$ cat src/rtl/scam_sel_discrim.sv
module scam_sel_discrim #(
  parameter int unsigned HOLD_CYC     = 500000,
  parameter int unsigned SCAM_MIN_CYC = 250,
  parameter int unsigned DW           = 8
) (
  input  logic          clk,
  input  logic          rst_n,
  input  logic          scam_en,
  input  logic          sel_i,
  input  logic          bsy_i,
  input  logic [DW-1:0] data_i,
  output logic          scam_irq,
  output logic          norm_sel,
  output logic          tgt_role,
  output logic [DW-1:0] sel_id
);

  localparam int unsigned CW = $clog2(HOLD_CYC + 1);
  localparam logic [CW-1:0] HOLD_LAST = CW'(HOLD_CYC - 1);
  localparam logic [CW-1:0] SCAM_LAST = CW'(SCAM_MIN_CYC - 1);

  logic [CW-1:0] cnt;
  logic          kind_q;
  logic          done;

  wire first    = (cnt == '0);
  wire is_scam  = first ? !bsy_i : kind_q;
  wire live     = scam_en && !done && sel_i;
  wire hit_scam = live && is_scam && (cnt == SCAM_LAST);
  wire hit_norm = live && !is_scam && (cnt == HOLD_LAST);

  always_ff @(posedge clk or negedge rst_n) begin
    if (!rst_n) begin
      cnt      <= '0;
      kind_q   <= 1'b0;
      done     <= 1'b0;
      scam_irq <= 1'b0;
      norm_sel <= 1'b0;
      tgt_role <= 1'b0;
      sel_id   <= '0;
    end else begin
      scam_irq <= hit_scam;
      norm_sel <= hit_norm;
      if (!scam_en) begin
        cnt      <= '0;
        done     <= 1'b0;
        tgt_role <= 1'b0;
      end else if (!done) begin
        if (!sel_i) begin
          cnt <= '0;
        end else if (hit_scam || hit_norm) begin
          cnt      <= '0;
          done     <= 1'b1;
          tgt_role <= 1'b1;
          sel_id   <= data_i;
        end else begin
          cnt    <= cnt + 1'b1;
          kind_q <= is_scam;
        end
      end
    end
  end

  AST_DISABLED_QUIET: assert property (@(posedge clk) disable iff (!rst_n)
    !scam_en |=> !tgt_role && !scam_irq && !norm_sel);
  AST_IRQ_ONE_CYCLE: assert property (@(posedge clk) disable iff (!rst_n)
    scam_irq |=> !scam_irq);
  AST_NEEDS_SEL: assert property (@(posedge clk) disable iff (!rst_n)
    (scam_irq || norm_sel) |-> $past(sel_i) && $past(scam_en));
  AST_NORM_ONE_CYCLE: assert property (@(posedge clk) disable iff (!rst_n)
    norm_sel |=> !norm_sel);
  AST_EXCLUSIVE: assert property (@(posedge clk) disable iff (!rst_n)
    !(scam_irq && norm_sel));
  AST_ROLE_WITH_PULSE: assert property (@(posedge clk) disable iff (!rst_n)
    (scam_irq || norm_sel) |-> tgt_role && !$past(tgt_role));
  AST_ROLE_HOLDS: assert property (@(posedge clk) disable iff (!rst_n)
    (tgt_role && scam_en) |=> tgt_role);
  AST_ID_STABLE: assert property (@(posedge clk) disable iff (!rst_n)
    (!scam_irq && !norm_sel) |-> $stable(sel_id));

endmodule

$ cat config.mk
export PLATFORM = sky130hd
export DESIGN_NAME = scam_sel_discrim
export DESIGN_NICKNAME = d
export VERILOG_FILES = /design/src/rtl/scam_sel_discrim.sv
export SDC_FILE = /design/constraint.sdc
export NUM_CORES = 1
export LEC_CHECK = 0
export BUFFER_PORTS_ARGS = -buffer_cell sky130_fd_sc_hd__clkbuf_2
export CORE_AREA = 2 2 68 70
export DETAILED_ROUTE_END_ITERATION = 7
export DIE_AREA = 0 0 70 72
export GPL_ROUTABILITY_DRIVEN = 0
export PLACE_DENSITY = 0.65
export REMOVE_ABC_BUFFERS = 1
export SLEW_MARGIN = 10
export SYNTH_ARGS = -nofsm -noshare
export SYNTH_HDL_FRONTEND = slang
export SYNTH_SLANG_ARGS = --single-unit
$ cat constraint.sdc
create_clock -name clk -period 2.7 [get_ports clk]
set_clock_uncertainty 0.1 [all_clocks]
set_input_delay 0.405 -clock clk [delete_from_list [all_inputs] [get_ports clk]]
set_output_delay 0.405 -clock clk [all_outputs]
set_load 0.05 [all_outputs]
Word-level counts from Yosys, hierarchy flattened
Cells that the tools add are included.

word-level totals
  register bits after elaboration = 32
  bits in latches = 0
  memory bits (writable) = 0
  memory bits (read-only) = 0
  input bits = 13
  word-level logic and storage cells = 42
  memories = 0

cells by class
  $add $sub $neg = 1
  $mul = 0
  div/mod/pow operators = 0
  $lt $le $gt $ge = 0
  equal/unequal tests = 5
  shift-type cells = 0
  mux-type cells = 13
  bitwise logic cells = 2
  reductions and logical operators = 14

operator list
  kind                   count
  $mux 19                4
  $add 19x1->19 const B  1
  $eq 19x19->1 const B   1
  $eq 19x8->1 const B    1
  $logic_not 19->1       1
  $mux 1                 9
  $reduce_and 4->1       2
  $logic_and 1x1->1      6
  $ne 2x1->1 const B     2
  $logic_not 1->1        3
  $reduce_and 3->1       1
  $ne 2x2->1 const B     1
  $not 1->1              2
  $logic_or 1x1->1       1

Logic depth before layout (Yosys ltp)
Gate-level depths: netlist of run 1.

  depth after elaboration = 10
  gate-level depth with buffers = 9
  mapped depth without buffers = 8

Least setup slack after synthesis of run 1
OpenSTA, ideal clock, no wires.

  path type = reg-to-reg
  start point = register cnt[0]
  end point = register sel_id[0]
  setup time = 0.125 ns
  arrival = 2.337 ns
  data required time = 2.475 ns
  path slack = 0.138 ns
  stages on the path, launching flop included = 9
  path buffers = 1
  clock period less this slack = 2.562 ns
  path through = dfrtp_1 > inv_1 > ha_1 > or3b_1 > or3_1 > a2111oi_4 > a41o_1 > buf_6 > mux2_4

RTL lines
  item                                 line  RTL
  start, declared                      22    logic [CW-1:0] cnt;
  start signal, assigned               57    cnt <= cnt + 1'b1;
  $logic_not 19->1                     26    wire first = (cnt == '0);
  $mux 1                               27    wire is_scam = first ? !bsy_i : kind_q;
  $logic_and 1x1->1                    29    wire hit_scam = live && is_scam && (cnt == SCAM_LAST);
  $logic_and 1x1->1 *                  29
  net hit_scam                         29
  $logic_or 1x1->1 *                   51    end else if (hit_scam || hit_norm) begin
  $reduce_and 4->1 (no source line) *  --
  end signal, assigned                 55    sel_id <= data_i;
  end, declared                        15    output logic [DW-1:0] sel_id

The timed path passes the listed nets; every way through them passes the cells marked *.
A chain may end at the register's enable or synchronous reset.

Final worst setup path of run 1
  start point = register cnt[1]
  end point = register sel_id[2]

Same word-level chain as after synthesis.

==> results.sh, run 1 <==
export IMPL_min_period_ps=2590
export IMPL_reg2reg_depth=8
export IMPL_coreArea_mm2=0.00426
export IMPL_reg2reg_slack_ps=110
export IMPL_yosysTopAreaCell="dfrtp_1"
export IMPL_power_density_mw_per_mm2=495
export IMPL_crit_fanout=9
export IMPL_clk_pin_slew_worst_paths_ps=70
export IMPL_vias_per_cell=5.19
export IMPL_grt_pass1_vias=1346
export IMPL_rows=24
export IMPL_fmax_mhz=386
export IMPL_cts_htree_levels=2
export IMPL_layout_setup_ws_ps=107
export IMPL_worst_slew_pin_slew_ps=818
export IMPL_syn_inst=171
export IMPL_whs_ps=98.1
export IMPL_p_leak_uw=0.00107
export IMPL_grt_antenna_before_repair=0
export IMPL_synth_edf_count=0
export IMPL_gr_total_overflow=0
export IMPL_post_drt_wl_per_cell_um=14.9
export IMPL_r2r_end="sel_id[2]"
export IMPL_maxCapViolCount=0
export IMPL_post_place_cells=265
export IMPL_synth_distinct_cells=42
export IMPL_instances_no_fill=273
export IMPL_postCtsSetupBuffers=0
export IMPL_synth_area_top_cells="dfrtp_1, mux2_4, nand2_1, nand3_1, or3_1"
export IMPL_cp_arrival_ps=2670
export IMPL_dr_total_vias=1416
export IMPL_grt_max_degree=33
export IMPL_seq_area_frac_synth_pct=46.1
export IMPL_synth_flop_cell="dfrtp_1"
export IMPL_grtUsageTotal_pct=17.0
export IMPL_design_portCount=24
export IMPL_fillers=386
export IMPL_slew_headroom_pct=45.5
export IMPL_die_area_mm2=0.00504
export IMPL_end_kind="register"
export IMPL_cts_tree="yes"
export IMPL_die_w_um=70
export IMPL_ys_ff_latch=32
export IMPL_clockRootBuffer="clkbuf_8"
export IMPL_tns_ps=0
export IMPL_setup_viol=0
export IMPL_maxSlewViolCount=0
export IMPL_crit_required_ps=2780
export IMPL_netlist_area_mm2=0.00174
export IMPL_syn2layout_area_growth_pct=27.4
export IMPL_antenna_cells=0
export IMPL_cts_max_path_buffers=2
export IMPL_cp_start_kind="register"
export IMPL_yosys_area_top_type_share_pct=46.1
export IMPL_path_class="register to register"
export IMPL_outcome="finished clean"
export IMPL_clk_latency_ps=290
export IMPL_synthArstFlopShare_pct=100
export IMPL_die_y_um=72
export IMPL_drcViolationCount=0
export IMPL_rsz0062_at_grt="no"
export IMPL_drt_wl_total_um=4080
export IMPL_fin_crit_sh_pct=96.1
export IMPL_hold_class="input port to asynchronous set/reset pin"
export IMPL_synth_warning_count=0
export IMPL_clock_sinks=32
export IMPL_portBuffers=23
export IMPL_grt_first_pass_wirelength_um=6640
export IMPL_start_util_pct=40.7
export IMPL_drive_above_1_share_pct=34.4
export IMPL_hold_viol=0
export IMPL_max_vdd_ir_drop_v=0.000266
export IMPL_pre_cts_ws_ps=101
export IMPL_drtPass1Iterations=4
export IMPL_cts_buffers=5
export IMPL_dp_hpwl_um=2930
export IMPL_dr_first_iter_drc_count=63
export IMPL_antenna_left=0
export IMPL_r2r_start="cnt[1]"
export IMPL_avgSynthCellArea_um2=10.2
export IMPL_nNetsFinal=236
[Yosys cell counts (all sizes together) (2+ instances only)]
cell	number
o211ai	3
xnor2	2
mux2	8
buf	3
and2	2
nand3	12
o21ai	8
or3	11
inv	6
dfrtp	32
or4	4
nor3	7
a21o	3
clkbuf	2
and4	4
nand4	3
nand2	27
nor4	2
ha	3
a31oi	3
a21oi	6
nor2	6
[worst max path at each step]
stage	from	to	slack, ps
2_1_floorplan	cnt[0]	sel_id[0]	-7
3_3_place_gp	cnt[1]	sel_id[1]	140
3_5_place_dp	cnt[1]	sel_id[1]	100
4_1_cts	cnt[1]	sel_id[1]	80
5_1_grt	cnt[1]	cnt[6]	5
6_report	cnt[1]	sel_id[2]	110
[timing repair]
action / CTS / global route
resized for setup: 0 / 2
endpoints found under the hold margin: 0 / 0
hold buffers: 0 / 0
setup endpoints to repair: 0 / 4
[report_power, final]
| group | switching (µW) | total (µW) | internal (µW) |
|---|---|---|---|
| clock | 185 | 511 | 326 |
| sequential | 6.33 | 495 | 488 |
| combinational | 54.2 | 90.2 | 36.0 |
| total | 246 | 1100 | 850 |
[state kept, by name, summed over array words and instances, names as in the netlist]
name	flops
tgt_role	1
sel_id	8
norm_sel	1
scam_irq	1
done	1
kind_q	1
cnt	19
[cell families (layout without fill, tap and decap cells)]
family,after synthesis,in the layout,share of synthesized area (%)
simple gates,83,83,26.1
buf+inv,11,61,3.67
xor+xnor,2,2,1.01
mux,9,9,7.49
flops,32,32,46.1
fa+ha+maj,3,3,2.16
compound gates,31,31,13.5
[through the flow]
| stage | power (µW) | utilization [%] | cell area, µm² |
|---|---|---|---|
| 4_1_cts | 1110 | 51.8 | 2210 |
| 5_1_grt | 1140 | 51.9 | 2210 |
| 2_1_floorplan | 551 | - | 1700 |
| 3_5_place_dp | 594 | 48.8 | 2080 |
| 6_report | 1100 | 51.9 | 2210 |
| 3_3_place_gp | 592 | 48.8 | 2080 |
[routing by layer]
metal  vias up  share of wire (%)  GRT usage (%)
met4         0                1.4           5.77
met3         5                2.2           4.17
li1        729                  -              -
met2        15                 49           27.5
met1       667                 48           22.4
met5         -                  0              0
[area by class of cell]
| class | instances | area, µm² | area share [%] |
|---|---|---|---|
| multi-input combinational | 128 | 878 | 39.7 |
| sequential | 32 | 801 | 36.2 |
| timing repair buffer | 47 | 320 | 14.5 |
| clock buffer | 7 | 96.3 | 4.35 |
| tap | 52 | 65.1 | 2.94 |
| clock inverter | 1 | 30.0 | 1.36 |
| inverter | 6 | 22.5 | 1.02 |
[cell usage in the layout (no fill, tap or decap), types with 2 or more instances in the layout]
cell      count
buf_12        2
nand2_1      27
and4_1        3
nor2_1        6
nand4_1       3
buf_4        22
xnor2_1       2
a21o_1        2
clkbuf_8      7
or3_4         2
o21ai_0       7
nand3_1      12
a21oi_1       6
o211ai_1      3
or3_1         7
a31oi_1       3
ha_1          3
nor3_1        6
dfrtp_1      32
nor4_1        2
or4_1         3
clkbuf_2     23
mux2_4        8
inv_1         6
and2_1        2
or3_2         2
[critical path, cell delays in order (launching register included)]
cell and delay (ps):
dfrtp_1 380, inv_1 70, ha_1 130, or3b_4 390, or3_1 360, a2111oi_4 380, a41o_1 210, buf_12 150
mux2_4 310
Power figures use the tool's default switching activity.
==> run 2, diff against run 1 <==
- PLACE_DENSITY: 0.65 -> 0.63
- clock period: 2.7 -> 2.85 ns (I/O delays scaled with it)
==> run 2 against run 1 <==
Net effect: non-clock buffer count down 15; sequential power down 5.1%; setup slack worse by 21 ps; global-route usage down 1.1 points; count of clock-buffer cells in the layout down 2; critical path depth unchanged; largest cell class unchanged.
==> results.sh, run 2 (same netlist as run 1, synthesis figures left out) <==
export IMPL_outcome="finished clean"
export IMPL_min_period_ps=2760
export IMPL_die_y_um=72
export IMPL_clockRootBuffer="clkbuf_8"
export IMPL_grt_first_pass_wirelength_um=6290
export IMPL_largestRegisters="cnt: 19 flops, sel_id: 8 flops"
export IMPL_worst_slew_pin_slew_ps=811
export IMPL_reg2reg_depth=8
export IMPL_max_vdd_ir_drop_v=0.000163
export IMPL_grt_pass1_vias=1306
export IMPL_slew_headroom_pct=45.9
export IMPL_cts_tree="yes"
export IMPL_syn2layout_area_growth_pct=19.5
export IMPL_whs_ps=119
export IMPL_clk_pin_slew_worst_paths_ps=70
export IMPL_drtPass1Iterations=4
export IMPL_drcViolationCount=0
export IMPL_coreArea_mm2=0.00426
export IMPL_start_util_pct=40.7
export IMPL_maxCapViolCount=0
export IMPL_maxSlewViolCount=0
export IMPL_final_common_cell="dfrtp_1"
export IMPL_vias_per_cell=5.54
export IMPL_top_register="cnt"
export IMPL_cts_max_path_buffers=2
export IMPL_grt_max_degree=33
export IMPL_hold_class="input port to asynchronous set/reset pin"
export IMPL_r2r_start="cnt[0]"
export IMPL_largest_register_ff_count=19
export IMPL_drive_above_1_share_pct=30.1
export IMPL_cp_start_kind="register"
export IMPL_fin_crit_sh_pct=97.0
export IMPL_antenna_cells=0
export IMPL_dp_hpwl_um=2610
export IMPL_crit_fanout=9
export IMPL_final_util_pct=48.7
export IMPL_setup_viol=0
export IMPL_dr_total_vias=1429
export IMPL_tns_ps=0
export IMPL_post_place_cells=249
export IMPL_r2r_end="sel_id[3]"
export IMPL_grtUsageTotal_pct=15.8
export IMPL_grt_antenna_before_repair=0
export IMPL_end_kind="register"
export IMPL_design_portCount=24
export IMPL_dr_first_iter_drc_count=102
export IMPL_die_area_mm2=0.00504
export IMPL_clock_sinks=32
export IMPL_finalPower_uw=986
export IMPL_fmax_mhz=362
export IMPL_hold_viol=0
export IMPL_portBuffers=23
export IMPL_cts_buffers=5
export IMPL_instances_no_fill=258
export IMPL_hold_buffers=0
export IMPL_nNetsFinal=221
export IMPL_rows=24
export IMPL_gr_total_overflow=0
export IMPL_power_density_mw_per_mm2=475
export IMPL_cts_htree_levels=2
export IMPL_layout_common_cells="dfrtp_1, nand2_1, clkbuf_2, nand3_1"
export IMPL_clk_latency_ps=290
export IMPL_die_w_um=70
export IMPL_reg2reg_slack_ps=90
export IMPL_drt_wl_total_um=3760
export IMPL_p_leak_uw=0.000975
export IMPL_crit_required_ps=2930
export IMPL_cp_arrival_ps=2840
export IMPL_antenna_left=0
export IMPL_post_drt_wl_per_cell_um=14.6
export IMPL_path_class="register to register"
[run 2: cell count changes in the layout (fill, tap and decap cells not counted), sizes merged]
cell	delta
clkinvlp	+1
clkinv	+1
buf	-15
clkbuf	-2
[run 2: stage by stage]
step	setup slack [ps]	cell area, µm²
floorplan	143	1700
global placement	184	1950
detailed placement	109	1950
CTS	79.8	2060
global route	-0.278	2080
finish	85.3	2080
[run 2: how the worst max path moves through the flow]
stage | startpoint | to | slack [ps] | cells after the start
after floorplan | cnt[0] | sel_id[0] | 140 | 7
after global placement | cnt[0] | sel_id[0] | 180 | 8
after detailed placement | cnt[0] | sel_id[3] | 110 | 8
after CTS | cnt[0] | sel_id[3] | 80 | 8
after global routing | cnt[0] | cnt[9] | -0.3 | 8
final | cnt[0] | sel_id[3] | 90 | 8
[run 2: routing by layer]
metal | global-route usage, % | wire, µm
met5 | 0 | 0
met4 | 5.13 | 64
met1 | 21.7 | 1810
met3 | 4.72 | 177
met2 | 24.3 | 1710
[run 2: power breakdown]
group	total [µW]	leakage, µW	switching (µW)	internal (µW)
clock	438	0.0000541	179	258
combinational	78.1	0.000483	49.1	29.0
sequential	470	0.000438	7.27	463
total	986	0.000975	236	750
[run 2: layout make-up]
type / count / area (µm²)
fill: 396 / 2190
multi-input combinational: 128 / 880
sequential: 32 / 802
timing repair buffer: 32 / 195
clock buffer: 5 / 68.8
tap: 52 / 65.1
clock inverter: 3 / 42.5
inverter: 6 / 22.5
[run 2: repair_timing]
item / in CTS / in global routing
setup endpoints to repair: 0 / 14
resized for setup: 0 / 3
setup buffers: 0 / 1
[run 2: worst max-delay path, cell delays in order (launching register included)]
cell	delay, ps
dfrtp_2	440
inv_1	70
ha_1	130
or3b_4	390
or3_4	350
a2111oi_4	500
a41o_1	220
buf_12	150
mux2_4	300
==> run 3, diff against run 2 <==
- RECOVER_POWER: default -> 50
==> run 3 against run 2 <==
Net effect: the flow now finishes with violations (capacitance limit, slew limit); total power about the same; worst hold slack improved by 100 ps; critical path depth unchanged; global-route usage is the same; final cell count did not move; utilization decreased by 0.15 points; die area is the same; highest routed layer unchanged.
==> results.sh, run 3 (same netlist as run 1, synthesis figures left out) <==
export IMPL_outcome="finished with violations"
export IMPL_violations="capacitance limit, slew limit"
export IMPL_grt_max_degree=33
export IMPL_cts_tree="yes"
export IMPL_grtUsageTotal_pct=15.8
export IMPL_max_vdd_ir_drop_v=0.000163
export IMPL_setup_viol=0
export IMPL_largest_register_ff_count=19
export IMPL_layout_common_cells="dfrtp_1, nand2_1, clkbuf_2, nand3_1"
export IMPL_fmax_mhz=362
export IMPL_antenna_left=0
export IMPL_r2r_start="cnt[0]"
export IMPL_maxCapViolCount=1
export IMPL_cts_max_path_buffers=2
export IMPL_min_period_ps=2760
export IMPL_design_portCount=24
export IMPL_die_w_um=70
export IMPL_coreArea_mm2=0.00426
export IMPL_largestRegisters="cnt: 19 flops, sel_id: 8 flops"
export IMPL_syn2layout_area_growth_pct=19.2
export IMPL_multi_input_area_um2=880
export IMPL_clock_sinks=32
export IMPL_hold_buffers=0
export IMPL_hold_class="input port to register"
export IMPL_maxSlewViolCount=33
export IMPL_worst_slew_pin_slew_ps=1740
export IMPL_dr_total_vias=1424
export IMPL_path_class="register to register"
export IMPL_start_util_pct=40.7
export IMPL_cts_buffers=5
export IMPL_grt_antenna_before_repair=0
export IMPL_final_design_area_no_fill_mm2=0.00207
export IMPL_clk_pin_slew_worst_paths_ps=70
export IMPL_drcViolationCount=0
export IMPL_power_density_mw_per_mm2=476
export IMPL_cp_start_kind="register"
export IMPL_grt_pass1_vias=1306
export IMPL_cts_htree_levels=2
export IMPL_finalPower_uw=986
export IMPL_drtPass1Iterations=4
export IMPL_clk_latency_ps=290
export IMPL_gr_total_overflow=0
export IMPL_die_area_mm2=0.00504
export IMPL_final_common_cell="dfrtp_1"
export IMPL_dp_hpwl_um=2610
export IMPL_rows=24
export IMPL_die_y_um=72
export IMPL_drt_wl_total_um=3770
export IMPL_slew_headroom_pct=-16.2
export IMPL_nNetsFinal=221
export IMPL_top_register="cnt"
export IMPL_fillers=400
export IMPL_vias_per_cell=5.52
export IMPL_clockRootBuffer="clkbuf_8"
export IMPL_whs_ps=224
export IMPL_drive_above_1_share_pct=27.7
export IMPL_crit_required_ps=2930
export IMPL_dpl_cell_area_mm2=0.00195
export IMPL_cp_arrival_ps=2840
export IMPL_layout_setup_ws_ps=85.7
export IMPL_end_kind="register"
export IMPL_hp_start="bsy_i"
export IMPL_antenna_cells=0
export IMPL_portBuffers=23
export IMPL_crit_fanout=9
export IMPL_fin_crit_sh_pct=97.0
export IMPL_post_drt_wl_per_cell_um=14.6
export IMPL_grt_first_pass_wirelength_um=6290
export IMPL_dr_first_iter_drc_count=101
export IMPL_hold_viol=0
export IMPL_p_leak_uw=0.000959
export IMPL_regArea_um2=802
export IMPL_tns_ps=0
export IMPL_crit_start="cnt[0]"
export IMPL_pre_cts_ws_ps=109
run 3: changes by cell type in the layout (fill, tap and decap cells not counted):
cell / change
clkbuf_2: -5
clkbuf_1: +5
run 3: final timing paths:
check / end / slack [ps] / cells after the start
min: kind_q / 220 / 2
max: sel_id[3] / 90 / 8
max in group asynchronous: cnt[0] / 1040 / 1
min reg2reg: tgt_role / 390 / 1
max reg2reg: sel_id[3] / 90 / 8
min in group asynchronous: cnt[7] / 490 / 1
run 3: cell type report:
| cell class | count | area share [%] |
|---|---|---|
| Clock inverter | 3 | 2.06 |
| Tap cell | 52 | 3.14 |
| Inverter | 6 | 1.09 |
| Clock buffer | 5 | 3.33 |
| Sequential cell | 32 | 38.8 |
| Timing Repair Buffer | 32 | 9.13 |
| Multi-Input combinational cell | 128 | 42.5 |
run 3: per-stage QoR:
step	utilization, %	instances
after floorplan	-	166
after global placement	45.7	249
after detailed placement	45.7	249
after CTS	48.3	257
after global routing	48.5	258
final	48.5	258
run 3: report_power, final:
group / switching [µW] / internal, µW
logic: 49.2 / 28.5
registers: 7.27 / 463
clock network: 179 / 258
total: 236 / 750
run 3: worst max-delay path, stage by stage, from the launching register on:
cell	delay, ps
dfrtp_2	440
inv_1	70
ha_1	130
or3b_4	390
or3_4	350
a2111oi_4	500
a41o_1	220
buf_12	150
mux2_4	300
run 3: timing repair:
action	CTS	global route
setup buffers	0	1
endpoints found under the setup margin	0	14
gates resized for setup	0	3
run 3: routing by layer:
metal / track usage [%] / part of all wire (%) / vias up
met5: 0 / 0 / -
li1: - / - / 702
met4: 5.13 / 1.7 / 0
met2: 24.3 / 45 / 32
met3: 4.72 / 4.4 / 8
met1: 21.7 / 49 / 682
